`config.mk`:
```
export PLATFORM = sky130hd
export DESIGN_NAME = mode_seg_ctrl
export DESIGN_NICKNAME = d
export VERILOG_FILES = /design/src/rtl/mseg_pkg.sv /design/src/rtl/mseg_mode_dec.sv /design/src/rtl/mseg_priv_chk.sv /design/src/rtl/mseg_ea_unit.sv /design/src/rtl/mode_seg_ctrl.sv
export SDC_FILE = /design/constraint.sdc
export NUM_CORES = 2
export LEC_CHECK = 0
export BUFFER_PORTS_ARGS = -buffer_cell sky130_fd_sc_hd__buf_4
export CORE_ASPECT_RATIO = 1.2
export CORE_UTILIZATION = 60
export DETAILED_ROUTE_END_ITERATION = 10
export GPL_TIMING_DRIVEN = 0
export MAX_ROUTING_LAYER = met4
export PLACE_DENSITY_LB_ADDON = 0.15
export REMOVE_ABC_BUFFERS = 1
export SLEW_MARGIN = 10
export SYNTH_ARGS = -nofsm -noshare
export SYNTH_HDL_FRONTEND = slang
export SYNTH_SLANG_ARGS = --single-unit
```
`constraint.sdc`:
```
create_clock -name clk -period 6.15 [get_ports clk]
set_input_delay 0 -clock clk [delete_from_list [all_inputs] [get_ports clk]]
set_output_delay 0 -clock clk [all_outputs]
set_load 0.05 [all_outputs]
```
`src/rtl/mseg_pkg.sv`:
```
package mseg_pkg;

    typedef enum logic [2:0] {
        MODE_REAL   = 3'd0,
        MODE_PROT   = 3'd1,
        MODE_V86    = 3'd2,
        MODE_COMPAT = 3'd3,
        MODE_LONG64 = 3'd4
    } cpu_mode_e;

    localparam int SEG_IDX_CS = 1;
    localparam int SEG_IDX_FS = 4;
    localparam int SEG_IDX_GS = 5;

endpackage

```
`src/rtl/mseg_mode_dec.sv`:
```
module mseg_mode_dec
    import mseg_pkg::*;
(
    input  logic      pe_i,
    input  logic      pg_i,
    input  logic      lme_i,
    input  logic      vm_i,
    input  logic      cs_long_i,
    output logic      lma_o,
    output cpu_mode_e mode_o
);
    always_comb begin
        lma_o = lme_i & pg_i;
        if (lma_o) begin
            mode_o = cs_long_i ? MODE_LONG64 : MODE_COMPAT;
        end else if (!pe_i) begin
            mode_o = MODE_REAL;
        end else if (vm_i) begin
            mode_o = MODE_V86;
        end else begin
            mode_o = MODE_PROT;
        end
    end
endmodule

```
`src/rtl/mseg_priv_chk.sv`:
```
module mseg_priv_chk #(
    parameter int PL_W = 2
) (
    input  logic [PL_W-1:0] granted_pl_i,
    input  logic [PL_W-1:0] cur_pl_i,
    output logic            allow_o
);
    assign allow_o = (granted_pl_i >= cur_pl_i);
endmodule

```
`src/rtl/mseg_ea_unit.sv`:
```
module mseg_ea_unit
    import mseg_pkg::*;
#(
    parameter int ADDR_W = 32
) (
    input  cpu_mode_e         mode_i,
    input  logic              base_used_i,
    input  logic [ADDR_W-1:0] base_i,
    input  logic [ADDR_W-1:0] limit_i,
    input  logic [ADDR_W-1:0] off_i,
    output logic [ADDR_W-1:0] lin_o,
    output logic              oob_o
);
    always_comb begin
        if (mode_i == MODE_LONG64) begin
            lin_o = base_used_i ? (base_i + off_i) : off_i;
            oob_o = 1'b0;
        end else begin
            lin_o = base_i + off_i;
            oob_o = (off_i > limit_i);
        end
    end
endmodule

```
`src/rtl/mode_seg_ctrl.sv`:
```
module mode_seg_ctrl
    import mseg_pkg::*;
#(
    parameter int ADDR_W = 32,
    parameter int SEL_W  = 16,
    parameter int NSEG   = 6,
    parameter int IDX_W  = 3,
    parameter int PL_W   = 2
) (
    input  logic              clk,
    input  logic              rst_n,
    input  logic              cr_pe,
    input  logic              cr_pg,
    input  logic              lme_req,
    input  logic              fl_vm,
    input  logic [PL_W-1:0]   fl_iopl,
    input  logic              ld_valid,
    input  logic [IDX_W-1:0]  ld_seg,
    input  logic [SEL_W-1:0]  ld_sel,
    input  logic [ADDR_W-1:0] desc_base,
    input  logic [ADDR_W-1:0] desc_limit,
    input  logic [PL_W-1:0]   desc_dpl,
    input  logic              desc_big,
    input  logic              desc_long,
    input  logic              io_valid,
    input  logic [IDX_W-1:0]  rd_seg,
    input  logic [IDX_W-1:0]  ea_seg,
    input  logic [ADDR_W-1:0] ea_off,
    output logic [2:0]        mode,
    output logic              lma,
    output logic [PL_W-1:0]   cpl,
    output logic              ld_fault,
    output logic              io_ok,
    output logic              io_fault,
    output logic [SEL_W-1:0]  rd_sel,
    output logic [ADDR_W-1:0] rd_base,
    output logic [ADDR_W-1:0] rd_limit,
    output logic              rd_big,
    output logic [ADDR_W-1:0] ea_lin,
    output logic              ea_oob
);
    localparam int PAD_W = ADDR_W - SEL_W - 4;
    localparam logic [ADDR_W-1:0] RM_LIMIT = ADDR_W'(16'hFFFF);
    localparam logic [PL_W-1:0]   PL_MAX   = {PL_W{1'b1}};

    typedef struct packed {
        logic [NSEG-1:0][SEL_W-1:0]  sel;
        logic [NSEG-1:0][ADDR_W-1:0] base;
        logic [NSEG-1:0][ADDR_W-1:0] limit;
        logic [NSEG-1:0]             big;
        logic [PL_W-1:0]             cs_dpl;
        logic                        cs_long;
        cpu_mode_e                   mode;
        logic                        lma;
        logic                        ld_fault;
        logic                        io_ok;
        logic                        io_fault;
    } state_t;

    state_t st_q, st_d;

    logic      lma_next;
    cpu_mode_e mode_next;
    logic [PL_W-1:0] cpl_cur;
    logic      ld_allow;
    logic      io_allow;

    mseg_mode_dec u_mode_dec (
        .pe_i      (cr_pe),
        .pg_i      (cr_pg),
        .lme_i     (lme_req),
        .vm_i      (fl_vm),
        .cs_long_i (st_q.cs_long),
        .lma_o     (lma_next),
        .mode_o    (mode_next)
    );

    always_comb begin
        case (st_q.mode)
            MODE_REAL: cpl_cur = '0;
            MODE_V86:  cpl_cur = PL_MAX;
            default:   cpl_cur = st_q.cs_dpl;
        endcase
    end

    mseg_priv_chk #(.PL_W(PL_W)) u_ld_chk (
        .granted_pl_i (desc_dpl),
        .cur_pl_i     (cpl_cur),
        .allow_o      (ld_allow)
    );

    mseg_priv_chk #(.PL_W(PL_W)) u_io_chk (
        .granted_pl_i (fl_iopl),
        .cur_pl_i     (cpl_cur),
        .allow_o      (io_allow)
    );

    // Next-state computation
    always_comb begin
        logic seg_ok;
        logic sel_mode;
        logic chk_mode;
        int   idx;
        st_d          = st_q;
        st_d.mode     = mode_next;
        st_d.lma      = lma_next;
        st_d.ld_fault = 1'b0;
        st_d.io_ok    = io_valid & io_allow;
        st_d.io_fault = io_valid & ~io_allow;

        seg_ok   = (int'(ld_seg) < NSEG);
        idx      = seg_ok ? int'(ld_seg) : 0;
        sel_mode = (st_q.mode == MODE_REAL) || (st_q.mode == MODE_V86);
        chk_mode = (st_q.mode == MODE_PROT) || (st_q.mode == MODE_COMPAT);

        if (ld_valid && seg_ok) begin
            if (sel_mode) begin
                st_d.sel[idx]   = ld_sel;
                st_d.base[idx]  = {{PAD_W{1'b0}}, ld_sel, 4'b0000};
                st_d.limit[idx] = RM_LIMIT;
                st_d.big[idx]   = 1'b0;
            end else if (chk_mode && !ld_allow) begin
                st_d.ld_fault = 1'b1;
            end else begin
                st_d.sel[idx]   = ld_sel;
                st_d.base[idx]  = desc_base;
                st_d.limit[idx] = desc_limit;
                st_d.big[idx]   = desc_big;
                if (idx == SEG_IDX_CS) begin
                    st_d.cs_dpl  = desc_dpl;
                    st_d.cs_long = desc_long;
                end
            end
        end
    end

    always_ff @(posedge clk or negedge rst_n) begin
        if (!rst_n) begin
            for (int i = 0; i < NSEG; i++) begin
                st_q.sel[i]   <= '0;
                st_q.base[i]  <= '0;
                st_q.limit[i] <= RM_LIMIT;
                st_q.big[i]   <= 1'b0;
            end
            st_q.cs_dpl   <= '0;
            st_q.cs_long  <= 1'b0;
            st_q.mode     <= MODE_REAL;
            st_q.lma      <= 1'b0;
            st_q.ld_fault <= 1'b0;
            st_q.io_ok    <= 1'b0;
            st_q.io_fault <= 1'b0;
        end else begin
            st_q <= st_d;
        end
    end

    // Read port and address formation
    logic [ADDR_W-1:0] ea_base, ea_limit;
    logic              ea_fsgs;

    always_comb begin
        int ri;
        int ei;
        ri = (int'(rd_seg) < NSEG) ? int'(rd_seg) : 0;
        ei = (int'(ea_seg) < NSEG) ? int'(ea_seg) : 0;
        rd_sel   = st_q.sel[ri];
        rd_base  = st_q.base[ri];
        rd_limit = st_q.limit[ri];
        rd_big   = st_q.big[ri];
        ea_base  = st_q.base[ei];
        ea_limit = st_q.limit[ei];
        ea_fsgs  = (ei == SEG_IDX_FS) || (ei == SEG_IDX_GS);
    end

    mseg_ea_unit #(.ADDR_W(ADDR_W)) u_ea (
        .mode_i      (st_q.mode),
        .base_used_i (ea_fsgs),
        .base_i      (ea_base),
        .limit_i     (ea_limit),
        .off_i       (ea_off),
        .lin_o       (ea_lin),
        .oob_o       (ea_oob)
    );

    assign mode     = st_q.mode;
    assign lma      = st_q.lma;
    assign cpl      = cpl_cur;
    assign ld_fault = st_q.ld_fault;
    assign io_ok    = st_q.io_ok;
    assign io_fault = st_q.io_fault;

endmodule

```
* Yosys cells after proc, flatten, opt, wreduce, memory -nomap -nowiden *
Cells that the tools add are included.

storage, ports and cells
  bits in registers = 496
  bits in latches = 0
  memory bits (writable) = 0
  bits in read-only memories = 0
  bits of input ports = 135
  output and inout bits = 123
  memories kept = 0

cells by class
  $add $sub $neg = 1
  $mul = 0
  divide/modulo/power cells = 0
  order comparisons = 10
  eq/ne operators = 8
  shift operators = 0
  mux-type cells = 46
  bitwise logic cells = 11
  reduce and logical (&&, ||, !) cells = 10

operators by type and width
  kind                                                                    number
  192-bit bitwise mux                                                     3
  489-bit 2-to-1 mux                                                      1
  486-bit 2-to-1 mux                                                      1
  32-bit binary-select mux with 3-bit select                              4
  32-bit 2-to-1 mux                                                       11
  96-bit AND                                                              1
  96-bit bitwise mux                                                      1
  32-bit demux with 3-bit select                                          1
  96-bit inverter                                                         1
  96-bit bitwise OR                                                       1
  16-bit binary-select mux with 3-bit select                              1
  16-bit demux with 3-bit select                                          1
  16-bit 2-to-1 mux                                                       3
  32-bit adder                                                            1
  32-bit > comparator                                                     1
  3-bit 2-to-1 mux                                                        7
  3-bit by 4-bit < comparator with 1-bit output (second input constant)   3
  3-bit equality test (second input constant)                             3
  3-bit < comparator (second input constant)                              3
  1-bit 2-to-1 mux                                                        7
  6-bit AND                                                               1
  6-bit bitwise mux                                                       1
  3-bit by 1-bit equality test with 1-bit output (second input constant)  2
  3-bit by 2-bit equality test with 1-bit output (second input constant)  2
  16 further kinds                                                        25

* Depth between registers and ports, before layout *
  word-level depth = 9
  gate-level depth with buffers = 19
  mapped depth without buffers = 16

* Modules after synthesis *
A second synthesis with hierarchy kept.

unflattened totals
  cells, all modules = 2,559
  area, all modules = 29,639.7 um^2

by module, submodules not included
  module         times used  cells an instance  area each (um^2)  seq. area each (um^2)
  mode_seg_ctrl  1           2,111              26,593.0          12,532.0
  mseg_ea_unit   1           429                2,906.5           0.0
  mseg_priv_chk  2           6                  46.3              0.0
  mseg_mode_dec  1           7                  47.5              0.0

* Least setup slack after synthesis *
Ideal clock, no wire load.

  path kind = input port to output port
  start = input ea_seg[0]
  end = output ea_lin[23]
  data arrival time = 4,880 ps
  path slack = 1,270 ps
  cell stages on the path = 16
  path buffers = 3
  cell sequence = buf_2 > a21boi_0 > clkbuf_1 > clkbuf_1 > mux2_2 > mux4_2 > ha_1 > and3_1 > a221o_1 > nand2_2 > nor2_2 > o31a_1 > a211oi_1 > o21ai_0 > xnor2_1 > o21ai_0

between the ends
  longest elaborated chain between the ends = 8

RTL lines
  what                                                   RTL line                                text
  start: declaration                                     mode_seg_ctrl.sv:27                     input logic [IDX_W-1:0] ea_seg,
  3-bit < comparator                                     mode_seg_ctrl.sv:165                    ei = (int'(ea_seg) < NSEG) ? int'(ea_seg) : 0;
  3-bit 2-to-1 mux *                                     mode_seg_ctrl.sv:165
  32-bit binary-select mux with 3-bit select             mode_seg_ctrl.sv:170                    ea_base = st_q.base[ei];
  32-bit 2-to-1 mux (implied by the code) (2 in series)  mode_seg_ctrl.sv:170
  32-bit adder                                           mseg_ea_unit.sv:16, mseg_ea_unit.sv:19
  32-bit 2-to-1 mux                                      mseg_ea_unit.sv:16                      lin_o = base_used_i ? (base_i + off_i) : off_i;
  32-bit 2-to-1 mux *                                    mseg_ea_unit.sv:15                      if (mode_i == MODE_LONG64) begin
  end: declaration                                       mode_seg_ctrl.sv:39                     output logic [ADDR_W-1:0] ea_lin,

Every way passes the cells marked *; elsewhere a longest branch is shown, timed or not. The select of a mux whose other input is x is not followed.

* Final worst setup path *
  start = input ea_seg[0]
  end = output ea_lin[30]

Same word-level chain as after synthesis.

==> metrics.md <==
| Metric | Value |
|---|---|
| Reg2Reg Setup Slack | `1.39 ns` |
| Async SR Flop Fraction | `between 90% and 100%` |
| WL per Instance | `roughly 23 um` |
| Clock share of power | `25.0%` |
| Number of I/O port buffers | `~260` |
| CTS root buf | `clkbuf_16` |
| Post-DRT Antenna Nets | `0` |
| Initial Utilization | `a little over 60%` |
| Die width | `roughly 200 um` |
| Final max-slew violation count | `0` |
| NetSw | `4.75 mW` |
| Switch share | `37.6%` |
| Worst-margin pin slew | `~1.1 ns` |
| Ys flop type | `dfrtp_1` |
| RSZ-0062 raised after global routing | `false` |
| Max Clk Rate | `~170 MHz` |
| Hold/Removal Path Class | `in -> reg` |
| Grt ovf | `0` |
| Power share of the combinational group | `36.8%` |
| Run status | `finished, final reports clean` |
| Final Critical Period | `about 5.7 ns` |
| First-pass GRT wire length | `136000 um` |
| Startpoint types | `primary input` |
| Worst Path Max Fanout | `~90` |
| Pre-antenna DRT Iters | `8` |
| Nets@finish | `about 3400` |
| P per Cell Area | `between 300 and 400 nW/um2` |
| Number of buffers created by CTS | `51` |
| Skew-Pair Late Insertion Delay | `just over 0.6 ns` |
| Die H | `approximately 240 um` |
| CTS H-tree lvls | `2` |
| DR vias/cell | `about 6.3` |
| Final worst-path cycle share | `approximately 93%` |
| Critical path arrival | `~5.7 ns` |
| Total Wirelength | `88000 um` |
| Clock Skew | `slightly above 0.03 ns` |
| Proportion of layout cells with a drive suffix above 1 | `24.9%` |
| Worst setup path category | `in -> out` |
| Post-DP Area | `between 30000 and 40000 um2` |
| Slew Limit Headroom | `about a quarter` |
| Critical path endpoint category | `output port` |
| Worst vdd ir | `~270 uV` |
| Crit path required time | `between 6 and 7 ns` |
| Die area | `between 40000 and 50000 um2` |
| Cells after Synth | `2997` |
| Clock sinks | `between 400 and 500` |
| Max_cap viols | `0` |
| Initial antenna violation count | `3` |
| Vias in the first global route | `approximately 25000` |
| DP Wirelength | `between 50000 and 60000 um` |
| Final setup violation count | `0` |
| Clk slew on worst S/H paths | `0.07 ns` |
| Post-synthesis cell area | `roughly 28000 um2` |
| Commonest non-fill, non-tap cell in the layout | `nand2_1` |
| Synthesis-to-finish area growth | `20.1%` |
| Iteration-0 DRC Markers | `about 1900` |
| Core area | `about 47000 um2` |
| Pint | `roughly 7.9 mW` |
| Power share of the sequential group | `around two fifths` |
| P_leak | `~16 nW` |
| Gr usage total | `37.4%` |
| Residual DRC count | `0` |
| Fin. Hold Viols | `0` |
| CTS tree | `done` |
| Cell variety after synth | `61` |
| Util after Layout | `72.9%` |
| Top Ports | `258` |
| Via count | `about 24000` |
| Final GP Congestion | `~0.93` |
| Largest net degree at the start of global routing | `about 130` |
| Number of synthesized flops with an enable pin | `0` |
| Synthesized area per cell | `9.50 um2` |
| Commonest non-fill, non-tap cells in the layout | `570 x nand2_1, 450 x o21ai_0, 400 x dfrtp_1` |
| Row cnt | `87` |
| Final instance area | `34200 um2` |
| Clock Tree Buf Depth | `3` |
| # resized after CTS | `0` |
| YS warnings | `0` |
| #FFs+latches synth | `a little under 500` |
| Seq/Total Area, Yosys | `44.0%` |
[layer usage]
| layer | vias to the layer above | wire length (um) | GRT usage (%) |
|---|---|---|---|
| li1 | 11151 | - | - |
| met1 | 12095 | 35500 | 46.5 |
| met2 | 1029 | 42000 | 59.7 |
| met3 | 222 | 6930 | 6.79 |
| met4 | 0 | 3590 | 16.8 |
| met5 | - | 0 | - |
[cells by family (layout without fill, tap and decap cells)]
group | Yosys count | count (layout) | share of synthesized area (%)
AOI/OAI and AO/OA | 869 | 869 | 18.5
and+or+nand+nor | 824 | 824 | 11.9
muxes | 451 | 451 | 18.1
DFF | 496 | 496 | 44.0
other | 0 | 4 | 0
adders and majority gates | 74 | 74 | 3.28
buffers and inverters | 259 | 518 | 3.48
xor gates and xnor gates | 24 | 24 | 0.738
[through the flow]
step	std cells	hold slack, ns	worst slack, ns	TNS, ns	power [mW]
2_1_floorplan	2760	-0.296	-3.82	-97.76	7.80
3_3_place_gp	3640	0.186	-11.52	-2303.37	9.14
3_5_place_dp	3679	-0.104	0.535	0	9.35
4_1_cts	3879	0.0875	0.497	0	12.6
5_1_grt	3882	0.176	0.311	0	13.2
6_report	3883	0.131	0.429	0	12.6
[synthesized netlist by cell type, types with 41 or more instances]
library cell,n,area share (%)
nor2_1,128,1.7
a211oi_1,69,1.8
o21ai_0,450,7.9
nor2b_1,41,0.90
a21oi_1,175,3.1
clkbuf_1,190,2.5
o221a_2,80,3.2
nand2_1,576,7.6
ha_1,73,3.2
mux2i_1,227,8.0
dfrtp_1,400,35
dfstp_2,96,8.9
mux2_2,192,7.6
[power by group through the flow]
stage | Sequential, mW | Clock [mW] | Combinational [mW]
4_1_cts | 4.79 | 3.19 | 4.61
6_report | 4.83 | 3.16 | 4.64
5_1_grt | 4.92 | 3.32 | 4.99
2_1_floorplan | 4.70 | 0 | 3.11
3_5_place_dp | 4.84 | 0 | 4.51
3_3_place_gp | 4.78 | 0 | 4.36
[path summary, 6_finish.rpt]
kind / startpoint / to / cells past startpoint
max: ea_seg[0] / ea_lin[30] / 18
min: ld_seg[2] / st_q[341] / 4
max reg2reg: mode[0] / st_q[473] / 11
min reg2reg: st_q[112] / st_q[112] / 2
max in group asynchronous: rst_n / st_q[419] / 6
min in group asynchronous: rst_n / st_q[335] / 4
[worst max-delay path: stages]
cell and delay (ns):
buf_8 0.51, a21boi_4 0.62, buf_16 0.24, buf_16 0.19
mux2_2 0.35, mux4_2 0.51, ha_1 0.36, nor2b_1 0.15
o21ai_0 0.14, a21boi_0 0.39, o21ai_0 0.24, a311oi_1 0.50
o211ai_1 0.21, a21oi_1 0.34, nor2_1 0.18, and3_1 0.21
nor3_1 0.20, buf_4 0.24
[cell type report]
class | count | area (um2)
Multi-Input combinational cell | 2242 | 15100
Tap cell | 623 | 779
Clock buffer | 76 | 1550
Fill cell | 3379 | 12700
Inverter | 22 | 85.1
Antenna cell | 4 | 10.0
Clock inverter | 19 | 160
Sequential cell | 496 | 12500
Timing Repair Buffer | 401 | 4020
[sequential cells by signal (all words and copies together), names as in the netlist]
signal / cells
mode: 3
io_fault: 1
ld_fault: 1
lma: 1
st_q: 489
io_ok: 1
[what timing repair did]
action | 4_1_cts | 5_1_grt
endpoints found under the setup margin | 0 | 0
hold endpoints to repair | 683 | 0
buffers inserted | 0 | 0
hold buffers | 105 | 0
Power figures use the tool's default switching activity.
